File: config.mk
export PLATFORM = sky130hd
export DESIGN_NAME = avg_sweep_seq
export DESIGN_NICKNAME = d
export VERILOG_FILES = /design/src/rtl/avg_seq_pkg.sv /design/src/rtl/avg_wrap_step.sv /design/src/rtl/avg_phase_flags.sv /design/src/rtl/avg_sweep_seq.sv
export SDC_FILE = /design/constraint.sdc
export NUM_CORES = 1
export LEC_CHECK = 0
export BUFFER_PORTS_ARGS = -buffer_cell sky130_fd_sc_hd__buf_2
export CAP_MARGIN = 20
export CORE_MARGIN = 4
export CORE_UTILIZATION = 30
export CTS_BUF_LIST = sky130_fd_sc_hd__clkbuf_4 sky130_fd_sc_hd__clkbuf_8
export DETAILED_ROUTE_END_ITERATION = 10
export RECOVER_POWER = 25
export SYNTH_ARGS = -nofsm -noshare
export SYNTH_HDL_FRONTEND = slang
export SYNTH_SLANG_ARGS = --single-unit
File: constraint.sdc
create_clock -name clk -period 2.9 [get_ports clk]
set_input_delay 0.435 -clock clk [delete_from_list [all_inputs] [get_ports clk]]
set_output_delay 0.435 -clock clk [all_outputs]
set_load 0.1 [all_outputs]
File: src/rtl/avg_seq_pkg.sv
package avg_seq_pkg;

    typedef enum logic [1:0] {
        PH_ACC  = 2'd0,
        PH_IDLE = 2'd1,
        PH_DUMP = 2'd2,
        PH_DONE = 2'd3
    } phase_e;

    function automatic phase_e phase_after(input phase_e cur);
        case (cur)
            PH_ACC:  return PH_IDLE;
            PH_IDLE: return PH_DUMP;
            default: return PH_DONE;
        endcase
    endfunction

endpackage

File: src/rtl/avg_wrap_step.sv
module avg_wrap_step #(
    parameter int LIMIT = 4,
    parameter int W     = 2
) (
    input  logic [W-1:0] cur_i,
    input  logic         en_i,
    output logic [W-1:0] nxt_o,
    output logic         wrap_o
);
    localparam logic [W-1:0] LAST = W'(LIMIT - 1);

    always_comb begin
        wrap_o = en_i && (cur_i == LAST);
        if (!en_i) begin
            nxt_o = cur_i;
        end else if (cur_i == LAST) begin
            nxt_o = '0;
        end else begin
            nxt_o = cur_i + 1'b1;
        end
    end
endmodule

File: src/rtl/avg_phase_flags.sv
module avg_phase_flags
    import avg_seq_pkg::*;
(
    input  logic   active_i,
    input  phase_e phase_i,
    input  logic   slot_zero_i,
    output logic   stb_o,
    output logic   add_o,
    output logic   dump_o,
    output logic   done_o
);
    always_comb begin
        stb_o  = 1'b0;
        add_o  = 1'b0;
        dump_o = 1'b0;
        done_o = 1'b0;
        if (active_i) begin
            case (phase_i)
                PH_ACC: begin
                    stb_o = slot_zero_i;
                    add_o = 1'b1;
                end
                PH_IDLE: begin
                    stb_o = slot_zero_i;
                end
                PH_DUMP: begin
                    stb_o  = slot_zero_i;
                    dump_o = 1'b1;
                end
                default: begin
                    done_o = 1'b1;
                end
            endcase
        end
    end
endmodule

File: src/rtl/avg_sweep_seq.sv
module avg_sweep_seq
    import avg_seq_pkg::*;
#(
    parameter int SLOT_CYCLES = 4,
    parameter int REC_LEN     = 1000,
    parameter int ACC_ELEMS   = 1000,
    parameter int IDLE_ELEMS  = 8000,
    parameter int DUMP_ELEMS  = 1000,
    localparam int AW = (REC_LEN > 1) ? $clog2(REC_LEN) : 1
) (
    input  logic          clk,
    input  logic          rst,
    output logic          elem_stb_o,
    output logic [AW-1:0] rec_addr_o,
    output logic          add_mode_o,
    output logic          dump_req_o,
    output logic [1:0]    phase_o,
    output logic          done_o
);
    localparam int SW    = (SLOT_CYCLES > 1) ? $clog2(SLOT_CYCLES) : 1;
    localparam int MAX_A = (ACC_ELEMS > IDLE_ELEMS) ? ACC_ELEMS : IDLE_ELEMS;
    localparam int MAXL  = (MAX_A > DUMP_ELEMS) ? MAX_A : DUMP_ELEMS;
    localparam int EW    = $clog2(MAXL + 1);

    localparam logic [EW-1:0] ACC_LAST  = EW'(ACC_ELEMS - 1);
    localparam logic [EW-1:0] IDLE_LAST = EW'(IDLE_ELEMS - 1);
    localparam logic [EW-1:0] DUMP_LAST = EW'(DUMP_ELEMS - 1);

    typedef struct packed {
        logic          started;
        phase_e        phase;
        logic [SW-1:0] slot;
        logic [EW-1:0] elem;
        logic [AW-1:0] addr;
    } pos_t;

    typedef struct packed {
        logic stb;
        logic add;
        logic dump;
        logic done;
    } flag_t;

    pos_t  pos_d, pos_q;
    flag_t flg_d, flg_q;

    logic          run;
    logic [SW-1:0] slot_nxt;
    logic          slot_wrap;
    logic [AW-1:0] addr_nxt;
    logic          addr_wrap;
    logic [EW-1:0] phase_last;

    assign run = pos_q.started && (pos_q.phase != PH_DONE);

    avg_wrap_step #(.LIMIT(SLOT_CYCLES), .W(SW)) u_slot_step (
        .cur_i  (pos_q.slot),
        .en_i   (run),
        .nxt_o  (slot_nxt),
        .wrap_o (slot_wrap)
    );

    avg_wrap_step #(.LIMIT(REC_LEN), .W(AW)) u_addr_step (
        .cur_i  (pos_q.addr),
        .en_i   (slot_wrap),
        .nxt_o  (addr_nxt),
        .wrap_o (addr_wrap)
    );

    always_comb begin
        case (pos_q.phase)
            PH_ACC:  phase_last = ACC_LAST;
            PH_IDLE: phase_last = IDLE_LAST;
            default: phase_last = DUMP_LAST;
        endcase
    end

    always_comb begin
        pos_d = pos_q;
        if (!pos_q.started) begin
            pos_d.started = 1'b1;
            pos_d.phase   = PH_ACC;
            pos_d.slot    = '0;
            pos_d.elem    = '0;
            pos_d.addr    = '0;
        end else if (run) begin
            pos_d.slot = slot_nxt;
            if (slot_wrap) begin
                pos_d.addr = addr_nxt;
                if (pos_q.elem == phase_last) begin
                    pos_d.elem  = '0;
                    pos_d.phase = phase_after(pos_q.phase);
                end else begin
                    pos_d.elem = pos_q.elem + 1'b1;
                end
            end
        end
    end

    avg_phase_flags u_flags (
        .active_i    (pos_d.started),
        .phase_i     (pos_d.phase),
        .slot_zero_i (pos_d.slot == '0),
        .stb_o       (flg_d.stb),
        .add_o       (flg_d.add),
        .dump_o      (flg_d.dump),
        .done_o      (flg_d.done)
    );

    always_ff @(posedge clk) begin
        if (rst) begin
            pos_q.started <= 1'b0;
            pos_q.phase   <= PH_ACC;
            pos_q.slot    <= '0;
            pos_q.elem    <= '0;
            pos_q.addr    <= '0;
            flg_q         <= '0;
        end else begin
            pos_q <= pos_d;
            flg_q <= flg_d;
        end
    end

    assign elem_stb_o = flg_q.stb;
    assign rec_addr_o = pos_q.addr;
    assign add_mode_o = flg_q.add;
    assign dump_req_o = flg_q.dump;
    assign phase_o    = pos_q.phase;
    assign done_o     = flg_q.done;


    strobe_gap_chk: assert property (@(posedge clk) disable iff (rst)
        (elem_stb_o && SLOT_CYCLES > 1) |=> !elem_stb_o);


    addr_on_strobe_chk: assert property (@(posedge clk) disable iff (rst)
        !$stable(rec_addr_o) |-> (elem_stb_o || done_o));


    mode_excl_chk: assert property (@(posedge clk) disable iff (rst)
        !(add_mode_o && dump_req_o));


    done_hold_chk: assert property (@(posedge clk) disable iff (rst)
        done_o |=> (done_o && !elem_stb_o && !add_mode_o && !dump_req_o));


    phase_boundary_chk: assert property (@(posedge clk) disable iff (rst)
        (!$stable(phase_o) && !done_o) |-> elem_stb_o);
endmodule

# Word-level counts from Yosys, hierarchy flattened
# Cells that the tools add are included.
# totals
register_bits,32
in_bits,2
# classes
addsub,3
n_eq_ne,7
mux,14
n_bitwise,2
n_reduce_logical,9
# ops
cell,n
27-bit two-way mux,2
28-bit two-way mux,1
13-bit two-way mux,2
23-bit two-way mux,1
13-bit by 1-bit adder with 13-bit output (second input constant),1
13-bit == test,1
10-bit by 1-bit adder with 10-bit output (second input constant),1
10-bit == test (second input constant),1
10-bit two-way mux,1
2-bit zero test,3
2-bit two-way mux,3
2-bit by 1-bit == test with 1-bit output (second input constant),2
2-bit == test (second input constant),2
2-bit one-hot mux with 2 select lines,1
2-bit OR reduction,2
1-bit two-way mux,3
3-bit OR reduction,1
2-bit by 1-bit adder with 2-bit output (second input constant),1
1-bit logical AND,2
2-bit inequality test (second input constant),1
1-bit NOT,2
2-bit AND reduction,1

# Longest topological paths before layout
# Gate-level depths: netlist (run 1).
# depth
depth_word,11
ltp_mapped,7
mapped_depth_nobuf,5

# Hierarchy
# From an unflattened synthesis (run 1), not the netlist that was laid out.
# unflattened
hier_cells,246
hier_area_um2,1929.4
# modules_own_cells
module,n_inst,cells_each,area_each_um2,seq_area_each_um2
avg_sweep_seq,1,197,1581.5,640.6
avg_wrap_step at u_addr_step,1,38,266.5,0.0
avg_wrap_step at u_slot_step,1,5,46.3,0.0
avg_phase_flags,1,6,35.0,0.0

# Least setup slack after synthesis (run 1)
# Ideal clock, no wire load.
# synth_timing
kind,reg2reg
start,register pos_q[23] in the netlist's numbering
end,register pos_q[19] in the netlist's numbering
arrival_ps,1737
slack_ps,1077
stages_incl_launch_ff,7
n_path_buf,1
path_cell_list,dfxtp_1 -> ha_1 -> nand2_1 -> or3_1 -> buf_2 -> or4_1 -> a211oi_1
# synth_via
elab_chain_len,3
# synth_rtl
element,line_no,text
from (decl),avg_sweep_seq.sv:44,"pos_t pos_d, pos_q;"
from (signal assigned),avg_sweep_seq.sv:119,pos_q <= pos_d;
2-bit == test,avg_wrap_step.sv:13,wrap_o = en_i && (cur_i == LAST);
1-bit logical AND,avg_wrap_step.sv:13,
2-bit AND reduction (no line),--,
# No other way between the ends.
# A chain may end at the register's enable or synchronous reset.

# Final worst setup path (run 1)
# layout_timing
start,register pos_q[23] in the netlist's numbering
end,register pos_q (netlist bit rec_addr_o[0])
# Same word-level chain as after synthesis.

==> results by stage, run 1 <==
STA:
- The headroom to the max-slew limit is 0.2292.
- The max-slew violation total from the final report is 0.
- The fmax is 462.2 MHz.
- Setup repair after global routing left no endpoint under its margin.
- The number of hold violations in the final report is 0.
- The smallest clock period supported by the final layout is computed as 2.164 ns.
- The number of setup violations in the final report is 0.
- In the final timing run, aggregate negative setup slack is 0 ns.
- The actual transition at the worst max-transition pin is 1.161 ns.
- The post-route worst hold slack is 0.3763 ns.
- For the final database, setup skew stands at 0.006271 ns.
- In the finished design, the share of the clock period the worst path needs comes to 0.7461.

Detailed routing:
- The remaining antenna violation count is 0.
- The sum of routed wire length over all layers is 3.195 mm.
- The number of vias per cell after detailed routing is 4.973.
- The count of unresolved DRC violations after routing is 0.
- The final route contains ~1300 vias.
- The final routed wire length divided by cell count is 12.29 µm.
- The detailed-routing iteration count for the pre-antenna-repair pass is 4.
- In this run, the number of DRC markers left after iteration 0 of detailed routing was 63.

Logic synthesis:
- In the synthesized netlist, the number of instances is 183.
- Among all flip-flop cells after synthesis, the most frequent one is sky130_fd_sc_hd__dfxtp_1.
- The average size of a mapped cell is 8.690 µm².
- The total nets after synthesis is 188.
- The fraction of the yosys area taken by sequential cells is 0.4028.
- After synthesis the cells add up to 1590 µm².
- The number of synthesized register bits is 32.
- The Yosys warning count is 0.
- The number of different library cells used by synthesis comes to 37.
- The async set-or-reset flop fraction in the synthesized netlist is 0.
- Yosys mapped a number of flops with a built-in enable equal to 0.

Clock network:
- The clock transition at the registers of the reported paths is 0.07 ns.
- The post-cts gate resize count is 0.
- The depth of the CTS H-tree is 2.
- Clock tree synthesis inserted a total of 5 buffers.
- CTS saw 32 sinks.
- In this run the clock root is driven by a sky130_fd_sc_hd__clkbuf_8.
- The clock tree from TritonCTS is yes.
- The clock passes through at most 2 buffers.
- The later pin in the worst-skew pair is clocked with a latency of around 0.28 ns.
- The number of setup buffers added after CTS is 0.
- The number of buffers added to fix hold violations after cts is 0.

Worst setup path:
- The critical path's largest stage delay is 0.64 ns.
- The slowest cell on the critical path is sky130_fd_sc_hd__o311ai_2.
- The worst setup path is captured at a flip-flop.
- The critical path in this run is classified as flip-flop to flip-flop.
- For the worst setup path, the data arrival time is 2.31 ns.
- STA puts the critical path data required time at about 3.1 ns.
- Walking the worst path, the cells encountered are ha_1 -> and2_0 -> nand3_1 -> o311ai_2 -> nor2_1.
- The category of the worst setup path launch point is a flip-flop.
- The highest fanout seen on the critical path is 8.
- Across all register-to-register paths, the minimum setup slack is 0.74 ns.

Global routing:
- After global routing the overflow that remains totals 0.
- In the global route stage, overall resource usage came out at 0.1041.
- The number of global-route vias before repair is approximately 1100.
- Entering global routing, the biggest net connects 22 pins.
- The number of antenna violations at the first check in global routing is 0.
- The first-pass GRT wire length is 5.299 mm.

Final layout:
- The final non-filler cell area is around 1700 µm².
- The combined area of the multi-input logic cells is between 800 and 900 µm².
- Once layout is complete, the cells apart from fillers number 260.
- Registers take 640.6 µm².
- For this run, the post-layout net count is 194.
- In the final layout, the share of cells above drive strength 1 is 0.1158.
- The layout-stage area growth over the synthesis result is 9.835%.
- The fill cell total of the finished layout is 561.
- The antenna diode count is 0.

Floorplanning:
- The die outline width is between 80 and 90 µm.
- The full die area is between 6000 and 7000 µm².
- 18 I/O pins were placed.
- Measured along the y axis, the die boundary spans 80.81 µm.
- The total area inside the core boundary comes to 5107 µm².
- The initial core utilization is 0.3114.
- Row generation in the floorplan step produced 26 rows.

Place:
- The routability congestion estimate is 0.6971.
- Summed over all nets, the half-perimeter wirelength after detailed placement is between 2 and 2.5 mm.
- The cell count after placement is 252.
- The number of buffer cells added on primary ports is 17.
- The total placed instance area is 1644 µm².

Outcome:
- The run finished with clean final reports.

Pwr:
- The total power divided by cell area is 519.9 nW/µm².
- The analysis attributes to cell leakage a power of 0.5603 nW.
- VDD sags by at most 0.2058 mV.

Hold path:
- In this run the worst hold path is classified as primary input to flip-flop.

Job:
- The max-cap violation count is 0.
==> placed cells by master, fill, tap and decap left out, drive strengths merged, types with 6 or more instances in the layout <==
master	instances
xor2	6
o21ai	6
nor3	9
nor2	12
a211oi	6
o31ai	6
a21oi	10
buf	11
nand2	14
clkbuf	13
dfxtp	32
or4	7
nand3	9
nand4	6
==> sequential cells by signal, summed over array words and instances (netlist names) <==
name	flops
phase_o	2
elem_stb_o	1
pos_q	16
add_mode_o	1
dump_req_o	1
rec_addr_o	10
done_o	1
==> kinds of logic after synthesis <==
group                    after synthesis  synth area share
AO/OA/AOI/OAI                         36            0.1566
adder cells (fa/ha/maj)                3           0.02361
multiplexers                           1          0.006295
buffers and inverters                 24           0.09127
XOR/XNOR                              11           0.06058
flip-flops                            32            0.4028
AND/OR/NAND/NOR                       76            0.2588
==> metrics by stage <==
step                      power, mW  utilization  worst slack [ns]
final                        0.9082       0.3420            0.7363
after global routing         0.9413       0.3420            0.5421
after CTS                    0.9207       0.3437            0.8566
after detailed placement     0.4884       0.3219            0.8683
after global placement       0.4887       0.3219            0.9195
after floorplan              0.4824            -             1.077
==> critical path: cells and delay by family (launching register included) <==
| family | cells | cell delay, ns |
|---|---|---|
| compound gates | 1 | 0.64 |
| fa+ha+maj | 1 | 0.23 |
| flops | 1 | 0.38 |
| simple gates | 3 | 0.79 |
==> synth_stat cells (4+ instances only) <==
cell | count | area [µm²]
sky130_fd_sc_hd__nand3_1 | 9 | 45.04
sky130_fd_sc_hd__or3_1 | 5 | 31.28
sky130_fd_sc_hd__clkbuf_1 | 4 | 15.01
sky130_fd_sc_hd__dfxtp_1 | 32 | 640.6
sky130_fd_sc_hd__inv_1 | 5 | 18.77
sky130_fd_sc_hd__o31ai_1 | 6 | 45.04
sky130_fd_sc_hd__a21oi_1 | 10 | 50.05
sky130_fd_sc_hd__and2_1 | 4 | 25.02
sky130_fd_sc_hd__o21ai_0 | 4 | 20.02
sky130_fd_sc_hd__or4_1 | 7 | 52.55
sky130_fd_sc_hd__nand4_1 | 6 | 37.54
sky130_fd_sc_hd__buf_4 | 12 | 90.09
sky130_fd_sc_hd__nand2_1 | 14 | 52.55
sky130_fd_sc_hd__xor2_1 | 6 | 52.55
sky130_fd_sc_hd__a211oi_1 | 6 | 45.04
sky130_fd_sc_hd__xnor2_1 | 5 | 43.79
sky130_fd_sc_hd__nor3_1 | 9 | 45.04
sky130_fd_sc_hd__nor2_1 | 12 | 45.04
==> report_power, final <==
group          internal (mW)  switching (mW)
registers              0.443         0.00297
logic                0.00580          0.0257
clock network          0.264           0.166
total                  0.713           0.195
==> worst paths after layout <==
path,start,depth (start not counted),to
max,pos_q[23],5,rec_addr_o[0]
min,rst,2,add_mode_o
max reg2reg,pos_q[23],5,rec_addr_o[0]
min reg2reg,pos_q[24],2,pos_q[24]
==> final cells by class <==
cell class	count	area share
inverter	5	0.01074
timing repair buffer	18	0.04799
sequential	32	0.3668
clock inverter	2	0.02006
clock buffer	6	0.04370
multi-input combinational	127	0.4606
tap	70	0.05014
==> layer usage <==
metal,global-route usage,share of wire,vias up
li1,-,-,667
met1,0.1406,0.51,602
met2,0.1511,0.43,17
met3,0.01996,0.034,7
met4,0.06588,0.023,0
met5,0,0,-
Power figures use the tool's default switching activity.
==> inputs of run 2 (changes only) <==
--- a/config.mk
+++ b/config.mk
@@ -5,6 +5,7 @@
 export SDC_FILE = /design/constraint.sdc
 export NUM_CORES = 1
 export LEC_CHECK = 0
+export ABC_AREA = 1
 export BUFFER_PORTS_ARGS = -buffer_cell sky130_fd_sc_hd__buf_2
 export CAP_MARGIN = 20
 export CORE_MARGIN = 4
==> constraint.sdc (replaced) <==
create_clock -name clk -period 2.2 [get_ports clk]
set_input_delay 0.33 -clock clk [delete_from_list [all_inputs] [get_ports clk]]
set_output_delay 0.33 -clock clk [all_outputs]
set_load 0.1 [all_outputs]
==> run 2 against run 1 <==
  * Die area up 2.8%
  * Register-to-register slack got worse by 0.19 ns
  * Wire length is 1.5% lower
  * Clock power increased by 11%
  * Clock-buffer cell count up 1
  * Utilization barely moved
  * Combinational power grew 40%
  * First-iteration DRC count up 63%
  * Via count increased by 5.9%
  * Highest routed layer unchanged
  * Worst hold slack got worse by 0.065 ns
  * Global-route usage grew 0.57 points
  * Critical path type is now flip-flop to primary output
  * Synthesized cell count is 24% higher
==> results by stage, run 2 <==
STA:
- The number of hold violations in the final report is 0 (unchanged).
- Derived from the worst setup path, the maximum achievable clock frequency is between 500 and 600 MHz.
- Unrepaired setup endpoints after global routing: no (unchanged).
- The shortest clock period the worst path allows after layout is 1.863 ns.
- The max-slew violation total from the final report was 0 (unchanged).
- The number of setup violations in the final report is 0 (unchanged).
- The total negative setup slack is 0 ns (unchanged).
- The actual transition at the worst max-transition pin came to 1.173 ns (was 1.161 ns).
- Of the available clock period, the critical path in the final layout requires 0.8467.
- The post-route worst hold slack is 0.3111 ns (was 0.3763 ns).
- The headroom to the max-slew limit was 0.2214 (was 0.2292).
- The worst clock skew on the final layout is 0.004772 ns (was 0.006271 ns).

Clock network:
- The total CTS buffers came to 5 (unchanged).
- The depth of the CTS H-tree came to 2 (unchanged).
- The number of sinks driven by the clock tree was 32 (unchanged).
- The post-cts gate resize count is 0 (unchanged).
- The cell at the root of the clock tree is sky130_fd_sc_hd__clkbuf_8 (unchanged).
- The clock transition at the registers of the reported paths is 0.06 ns (was 0.07 ns).
- The maximum clock path buffer count is 2 (unchanged).
- The latest clock arrival within the worst-skew pair was 0.28 ns (about the same).
- The clock tree from TritonCTS is yes (unchanged).
- The number of buffers added to fix hold violations after cts came to 0 (unchanged).
- The setup fix buffers added after clock tree synthesis is 0 (unchanged).

Logic synthesis:
- The share of synthesized cell area in full adder, half adder and majority cells came to 0.02290 (was 0.02360).
- Commonest cells in the netlist: sky130_fd_sc_hd__nand2_1, sky130_fd_sc_hd__nor2_1, sky130_fd_sc_hd__dfxtp_1, sky130_fd_sc_hd__inv_1, sky130_fd_sc_hd__nand3_1 (was sky130_fd_sc_hd__dfxtp_1, sky130_fd_sc_hd__nand2_1, sky130_fd_sc_hd__buf_4, sky130_fd_sc_hd__nor2_1, sky130_fd_sc_hd__a21oi_1).
- The flip-flop cell with the highest count after synthesis is sky130_fd_sc_hd__dfxtp_1 (unchanged).
- The area fraction in compound gates after synthesis is 0.05954 (was 0.1566).
- The dominant combinational cell family by area after synthesis was simple AND/OR/NAND/NOR gates (unchanged).
- The number of synthesized register bits is 32 (unchanged).
- The post-synthesis simple-gate area fraction is 0.3718 (was 0.2589).
- Biggest area contributors in the synthesized netlist: sky130_fd_sc_hd__dfxtp_1, sky130_fd_sc_hd__nand2_1, sky130_fd_sc_hd__nor2_1 (was sky130_fd_sc_hd__dfxtp_1, sky130_fd_sc_hd__buf_4, sky130_fd_sc_hd__nand2_1).
- The total nets after synthesis came to 232 (was 188).
- The count of flip-flops with a built-in enable after synthesis is 0 (unchanged).
- The cell type contributing the most total cell area after synthesis is sky130_fd_sc_hd__dfxtp_1 (unchanged).
- The area share of the leading cell type in the synthesized netlist was 0.3908 (was 0.4028).
- The number of library cell types mapped by synthesis is 34 (was 37).
- The fraction of the yosys area taken by sequential cells was 0.3908 (was 0.4028).
- The multiplexer fraction of the synthesized cell area is 0.006107 (was 0.006294).
- The async set-or-reset flop fraction in the synthesized netlist came to 0 (unchanged).
- The combined area of all synthesized cells is 1639 µm² (was 1590 µm²).
- The count of mapped cells out of synthesis is 227 (was 183).
- The average size of a mapped cell is 7.221 µm² (was 8.690 µm²).
- The area share of xor/xnor cells in the synthesized design is 0.01603 (was 0.06058).
- The Yosys warning count is 0 (unchanged).

Detailed routing:
- The number of vias per cell after detailed routing is 4.474 (was 4.973).
- The remaining antenna violation count is 0 (unchanged).
- The via count is 1369 (was 1293).
- The final routed wire length divided by cell count is 10.28 µm (was 12.29 µm).
- The iteration-0 DRC count of the detailed router is 103 (was 63).
- The count of unresolved DRC violations after routing came to 0 (unchanged).
- The detailed-routing iteration count for the pre-antenna-repair pass is 4 (unchanged).
- The sum of routed wire length over all layers is 3.147 mm (was 3.195 mm).

Worst setup path:
- Worst-path cell chain: clkbuf_1 (was ha_1 -> and2_0 -> nand3_1 -> o311ai_2 -> nor2_1).
- The critical path endpoint category is a primary output (was flip-flop).
- The category of the worst setup path launch point is a flip-flop (unchanged).
- The critical path's largest stage delay is 0.88 ns (was 0.64 ns).
- The cell depth of the worst setup path came to 1 (was 5).
- The depth of the most critical reg-to-reg path is 8 (was 5).
- The cell family contributing the most delay on the critical path is buffers and inverters (was simple AND/OR/NAND/NOR gates).
- The type of the worst setup path is flip-flop to primary output (was flip-flop to flip-flop).
- The number of buffers and inverters on the critical path was 1 (was 0).
- The data arrival time at the worst-slack endpoint is 1.53 ns (was 2.31 ns).
- The slowest cell on the critical path is sky130_fd_sc_hd__clkbuf_1 (was sky130_fd_sc_hd__o311ai_2).
- The highest fanout seen on the critical path was 5 (was 8).
- The required time reported for the critical path endpoint is 1.87 ns (was 3.05 ns).

Floorplanning:
- The height of the chip is 81.92 µm (was 80.81 µm).
- The total number of placement rows is 26 (unchanged).
- The full die area is 6710 µm² (was 6529 µm²).
- The boundary pin count came to 18 (unchanged).
- The core area came to 5205 µm² (was 5107 µm²).
- The initial core utilization was 0.3149 (was 0.3114).
- The die outline width is 81.92 µm (was 80.81 µm).

Final layout:
- The post-layout net count came to 241 (was 194).
- The layout-stage area growth over the synthesis result is 8.702% (was 9.835%).
- The flip-flop count of the largest register, all copies and words added is 16 (unchanged).
- The register name with the most flops is pos_q (unchanged).
- Commonest non-fill, non-tap cells in the layout: sky130_fd_sc_hd__nor2_1, sky130_fd_sc_hd__nand2_1, sky130_fd_sc_hd__dfxtp_1 (was sky130_fd_sc_hd__dfxtp_1, sky130_fd_sc_hd__nand2_1, sky130_fd_sc_hd__nor2_1).
- The fraction of layout instances using a drive strength above 1 is 0.1229 (was 0.1158).
- The antenna diode count was 0 (unchanged).
- The most common cell after layout, fill and taps aside is sky130_fd_sc_hd__nor2_1 (was sky130_fd_sc_hd__dfxtp_1).
- The core occupancy in the finished layout was 0.3423 (was 0.3420).

Global routing:
- The largest net degree at the start of global routing is 14 (was 22).
- The number of antenna violations at the first check in global routing came to 0 (unchanged).
- The global-route total usage across every layer came to 0.1098 (was 0.1041).
- The first-pass GRT wire length is 5.623 mm (was 5.299 mm).
- The number of global-route vias before repair was 1332 (was 1134).
- The total global routing overflow was 0 (unchanged).

Hold path:
- The count of cells along the worst hold path came to 2 (unchanged).
- The worst hold path class is primary input to flip-flop (unchanged).

Pwr:
- The cell leakage power was 0.7235 nW (was 0.5603 nW).
- The worst vdd rail ir drop is 0.2510 mV (was 0.2058 mV).
- The total power divided by cell area is 622.0 nW/µm² (was 519.9 nW/µm²).
- The final total power came to 1.108 mW (was 0.9082 mW).

Place:
- The routability congestion estimate is 0.7570 (was 0.6971).
- The HPWL after detailed placement is 2.316 mm (was 2.183 mm).
- The number of buffer cells added on primary ports is 17 (unchanged).

Job:
- The max-cap violation count is 0 (unchanged).

Outcome:
- Run status: completed (unchanged).
==> run 2: cell count changes in the layout (fill, tap and decap cells not counted), sizes merged, moves of 5 or more <==
cell,previous run,this run
nand2,14,44
and2,5,0
inv,5,27
or3,5,0
o31ai,6,0
nand3,9,17
a211oi,6,1
or4,7,0
nor2,12,46
==> run 2: cell type report <==
type                       count  area (µm²)
inverter                      28       106.4
tap                           70       87.58
multi-input combinational    152       778.2
fill                         585        3423
clock buffer                   7       96.34
sequential                    32       640.6
timing repair buffer          17       72.57
==> run 2: final timing paths <==
path / start / to / slack (ns)
min reg2reg: pos_q[21] / pos_q[21] / 0.47
min: rst / pos_q[27] / 0.31
max reg2reg: pos_q[23] / rec_addr_o[7] / 0.55
max: rec_addr_o[7] / rec_addr_o[7] / 0.34
==> run 2: per-stage QoR <==
stage          setup slack, ns  area (µm²)  std cells
4_1_cts                 0.5430        1797        306
6_report                0.3373        1782        306
3_5_place_dp            0.5604        1700        299
3_3_place_gp            0.5982        1700        299
2_1_floorplan           0.8603        1639        227
5_1_grt                 0.2826        1782        306
==> run 2: logic make-up after synthesis <==
| family | after synthesis |
|---|---|
| AOI/OAI and AO/OA | 17 |
| adders and majority gates | 3 |
| and+or+nand+nor | 128 |
| muxes | 1 |
| xor gates and xnor gates | 3 |
| buffers and inverters | 43 |
| DFF | 32 |
==> run 2: power breakdown <==
group / total (mW) / switching, mW / internal, mW
clock: 0.476 / 0.198 / 0.278
sequential: 0.588 / 0.00339 / 0.585
combinational: 0.0441 / 0.0359 / 0.00824
total: 1.11 / 0.237 / 0.871
==> run 2: layer usage <==
layer | share of wire | wire length (µm) | track usage
met3 | 0.052 | 163 | 0.03399
met2 | 0.44 | 1385 | 0.1640
met4 | 0.032 | 101 | 0.07309
met1 | 0.48 | 1496 | 0.1345
met5 | 0 | 0 | 0
==> inputs of run 3 (changes only) <==
==> constraint.sdc (replaced) <==
create_clock -name clk -period 1.75 [get_ports clk]
set_input_delay 0.2625 -clock clk [delete_from_list [all_inputs] [get_ports clk]]
set_output_delay 0.2625 -clock clk [all_outputs]
set_load 0.1 [all_outputs]
==> run 3 against run 2 <==
  * Non-clock buffer count up 2
  * Register-to-register slack lost 0.35 ns
  * Combinational power is 28% higher
  * Sequential cell count unchanged
  * Clock skew about the same
  * Critical path depth rose by 7
  * Clock power rose by 27%
==> results by stage, run 3 (synthesized netlist as in run 2, its figures left out) <==
Outcome:
- Run status: completed (unchanged).

Worst setup path:
- The category of the worst setup path launch point is a flip-flop (unchanged).
- The data arrival time at the worst-slack endpoint is 1.71 ns (was 1.53 ns).
- The critical path endpoint category is a flip-flop (was primary output).
- The required time reported for the critical path endpoint was 1.90 ns (was 1.87 ns).
- The highest fanout seen on the critical path is 8 (was 5).
- The type of the worst setup path is flip-flop to flip-flop (was flip-flop to primary output).

Detailed routing:
- The number of vias per cell after detailed routing is 4.489 (was 4.474).
- The via count is 1387 (was 1369).
- The iteration-0 DRC count of the detailed router is 49 (was 103).
- The final routed wire length divided by cell count was 9.887 µm (was 10.28 µm).
- The sum of routed wire length over all layers came to 3.055 mm (was 3.147 mm).
- The detailed-routing iteration count for the pre-antenna-repair pass came to 4 (unchanged).
- The count of unresolved DRC violations after routing came to 0 (unchanged).
- The remaining antenna violation count came to 0 (unchanged).

Floorplanning:
- The initial core utilization came to 0.3149 (unchanged).
- The core area is 5205 µm² (unchanged).
- The die outline width is 81.92 µm (unchanged).
- The height of the chip is 81.92 µm (unchanged).
- The full die area is 6710 µm² (unchanged).
- The total number of placement rows is 26 (unchanged).
- The boundary pin count is 18 (unchanged).

Job:
- The max-cap violation count is 0 (unchanged).

Global routing:
- The number of antenna violations at the first check in global routing is 0 (unchanged).
- The largest net degree at the start of global routing is 11 (was 14).
- The first-pass GRT wire length is 5.402 mm (was 5.623 mm).
- The number of global-route vias before repair is 1304 (was 1332).
- The global-route total usage across every layer is 0.1049 (was 0.1098).
- The total global routing overflow is 0 (unchanged).

Final layout:
- The register area came to 640.6 µm² (unchanged).
- The fill cell total of the finished layout is 572 (was 585).
- The most common cell after layout, fill and taps aside is sky130_fd_sc_hd__nor2_1 (unchanged).
- The layout-stage area growth over the synthesis result came to 10.99% (was 8.702%).
- The register name with the most flops is pos_q (unchanged).
- The antenna diode count was 0 (unchanged).
- Commonest non-fill, non-tap cells in the layout: sky130_fd_sc_hd__nor2_1, sky130_fd_sc_hd__nand2_1, sky130_fd_sc_hd__dfxtp_1 (unchanged).
- The flip-flop count of the largest register, all copies and words added is 16 (unchanged).
- The combined area of the multi-input logic cells was 788.3 µm² (was 778.2 µm²).
- The fraction of layout instances using a drive strength above 1 came to 0.1841 (was 0.1229).
- The post-layout net count is 243 (was 241).

Clock network:
- The cell at the root of the clock tree is sky130_fd_sc_hd__clkbuf_8 (unchanged).
- The clock tree from TritonCTS is yes (unchanged).
- The number of sinks driven by the clock tree is 32 (unchanged).
- The setup fix buffers added after clock tree synthesis was 0 (unchanged).
- The depth of the CTS H-tree was 2 (unchanged).
- The clock transition at the registers of the reported paths was 0.06 ns (about the same).
- The total CTS buffers came to 5 (unchanged).
- The maximum clock path buffer count is 2 (unchanged).
- The latest clock arrival within the worst-skew pair was 0.28 ns (about the same).

Pwr:
- The worst vdd rail ir drop was 0.4303 mV (was 0.2510 mV).
- The cell leakage power was 0.7667 nW (was 0.7235 nW).
- The total power divided by cell area is 770.5 nW/µm² (was 622.0 nW/µm²).

STA:
- The total negative setup slack is 0 ns (unchanged).
- The post-route worst hold slack is 0.2536 ns (was 0.3111 ns).
- The shortest clock period the worst path allows after layout is 1.554 ns.
- The fmax is 643.4 MHz.
- The headroom to the max-slew limit is 0.6378 (was 0.2214).
- The number of setup violations in the final report is 0 (unchanged).
- Unrepaired setup endpoints after global routing: no (unchanged).
- The worst clock skew on the final layout was 0.005140 ns (was 0.004772 ns).
- The number of hold violations in the final report is 0 (unchanged).
- The period utilization is 0.8881.
- The actual transition at the worst max-transition pin is 0.5456 ns (was 1.173 ns).
- The max-slew violation total from the final report is 0 (unchanged).

Place:
- The number of buffer cells added on primary ports is 17 (unchanged).
- The routability congestion estimate is 0.8455 (was 0.7570).
- The HPWL after detailed placement is 2.304 mm (was 2.316 mm).

Hold path:
- The worst hold path class was primary input to flip-flop (unchanged).
## run 3: changes by cell type in the layout (fill, tap and decap cells not counted), sizes merged
cell and change:
buf +3
## run 3: cell type report
type	count	area share
Clock buffer	8	0.05365
Inverter	28	0.05846
Multi-Input combinational cell	152	0.4333
Tap cell	70	0.04814
Timing Repair Buffer	19	0.05433
Sequential cell	32	0.3521
## run 3: metrics by stage
step                      cell area (µm²)  setup slack, ns  total power [mW]  std cells    util
final                                1819           0.1958             1.402        309  0.3495
after global routing                 1819          0.02954             1.463        309  0.3495
after CTS                            1813           0.1529             1.427        309  0.3483
after detailed placement             1715           0.1779            0.8124        301  0.3296
after global placement               1715           0.2107            0.8123        301  0.3296
after floorplan                      1639           0.4103            0.8000        227       -
## run 3: routing by layer
metal	track usage	vias to the layer above	routed length, µm
met1	0.1237	623	1466
met4	0.06478	0	89
met2	0.1688	24	1368
li1	-	734	-
met5	0	-	0
met3	0.02741	6	131
## run 3: worst max-delay path: stages (launching register included)
cell and delay, ns:
sky130_fd_sc_hd__dfxtp_1 0.40, sky130_fd_sc_hd__ha_1 0.19, sky130_fd_sc_hd__nand2_1 0.07, sky130_fd_sc_hd__inv_1 0.06, sky130_fd_sc_hd__nand2_1 0.06, sky130_fd_sc_hd__nor2_1 0.16
sky130_fd_sc_hd__nand3_2 0.13, sky130_fd_sc_hd__nand2_1 0.26, sky130_fd_sc_hd__nor3_1 0.10
## run 3: what timing repair did
item,in CTS,in global routing
hold buffers,0,0
gates resized for setup,0,2
hold endpoints to repair,0,0
setup endpoints to repair,0,5
## run 3: worst paths after layout
path,startpoint,to,slack (ns),depth (start not counted)
worst min register to register,pos_q[21],pos_q[21],0.47,2
worst max-delay path,pos_q[10],pos_q[17],0.20,8
worst max register to register,pos_q[10],pos_q[17],0.20,8
worst min-delay path,rst,pos_q[27],0.25,2
## run 3: power by group
group / switching (mW) / leakage [nW] / internal (mW)
Clock: 0.255 / 0.0523 / 0.351
Sequential: 0.00410 / 0.259 / 0.735
Combinational: 0.0449 / 0.455 / 0.0116
Total: 0.304 / 0.767 / 1.10
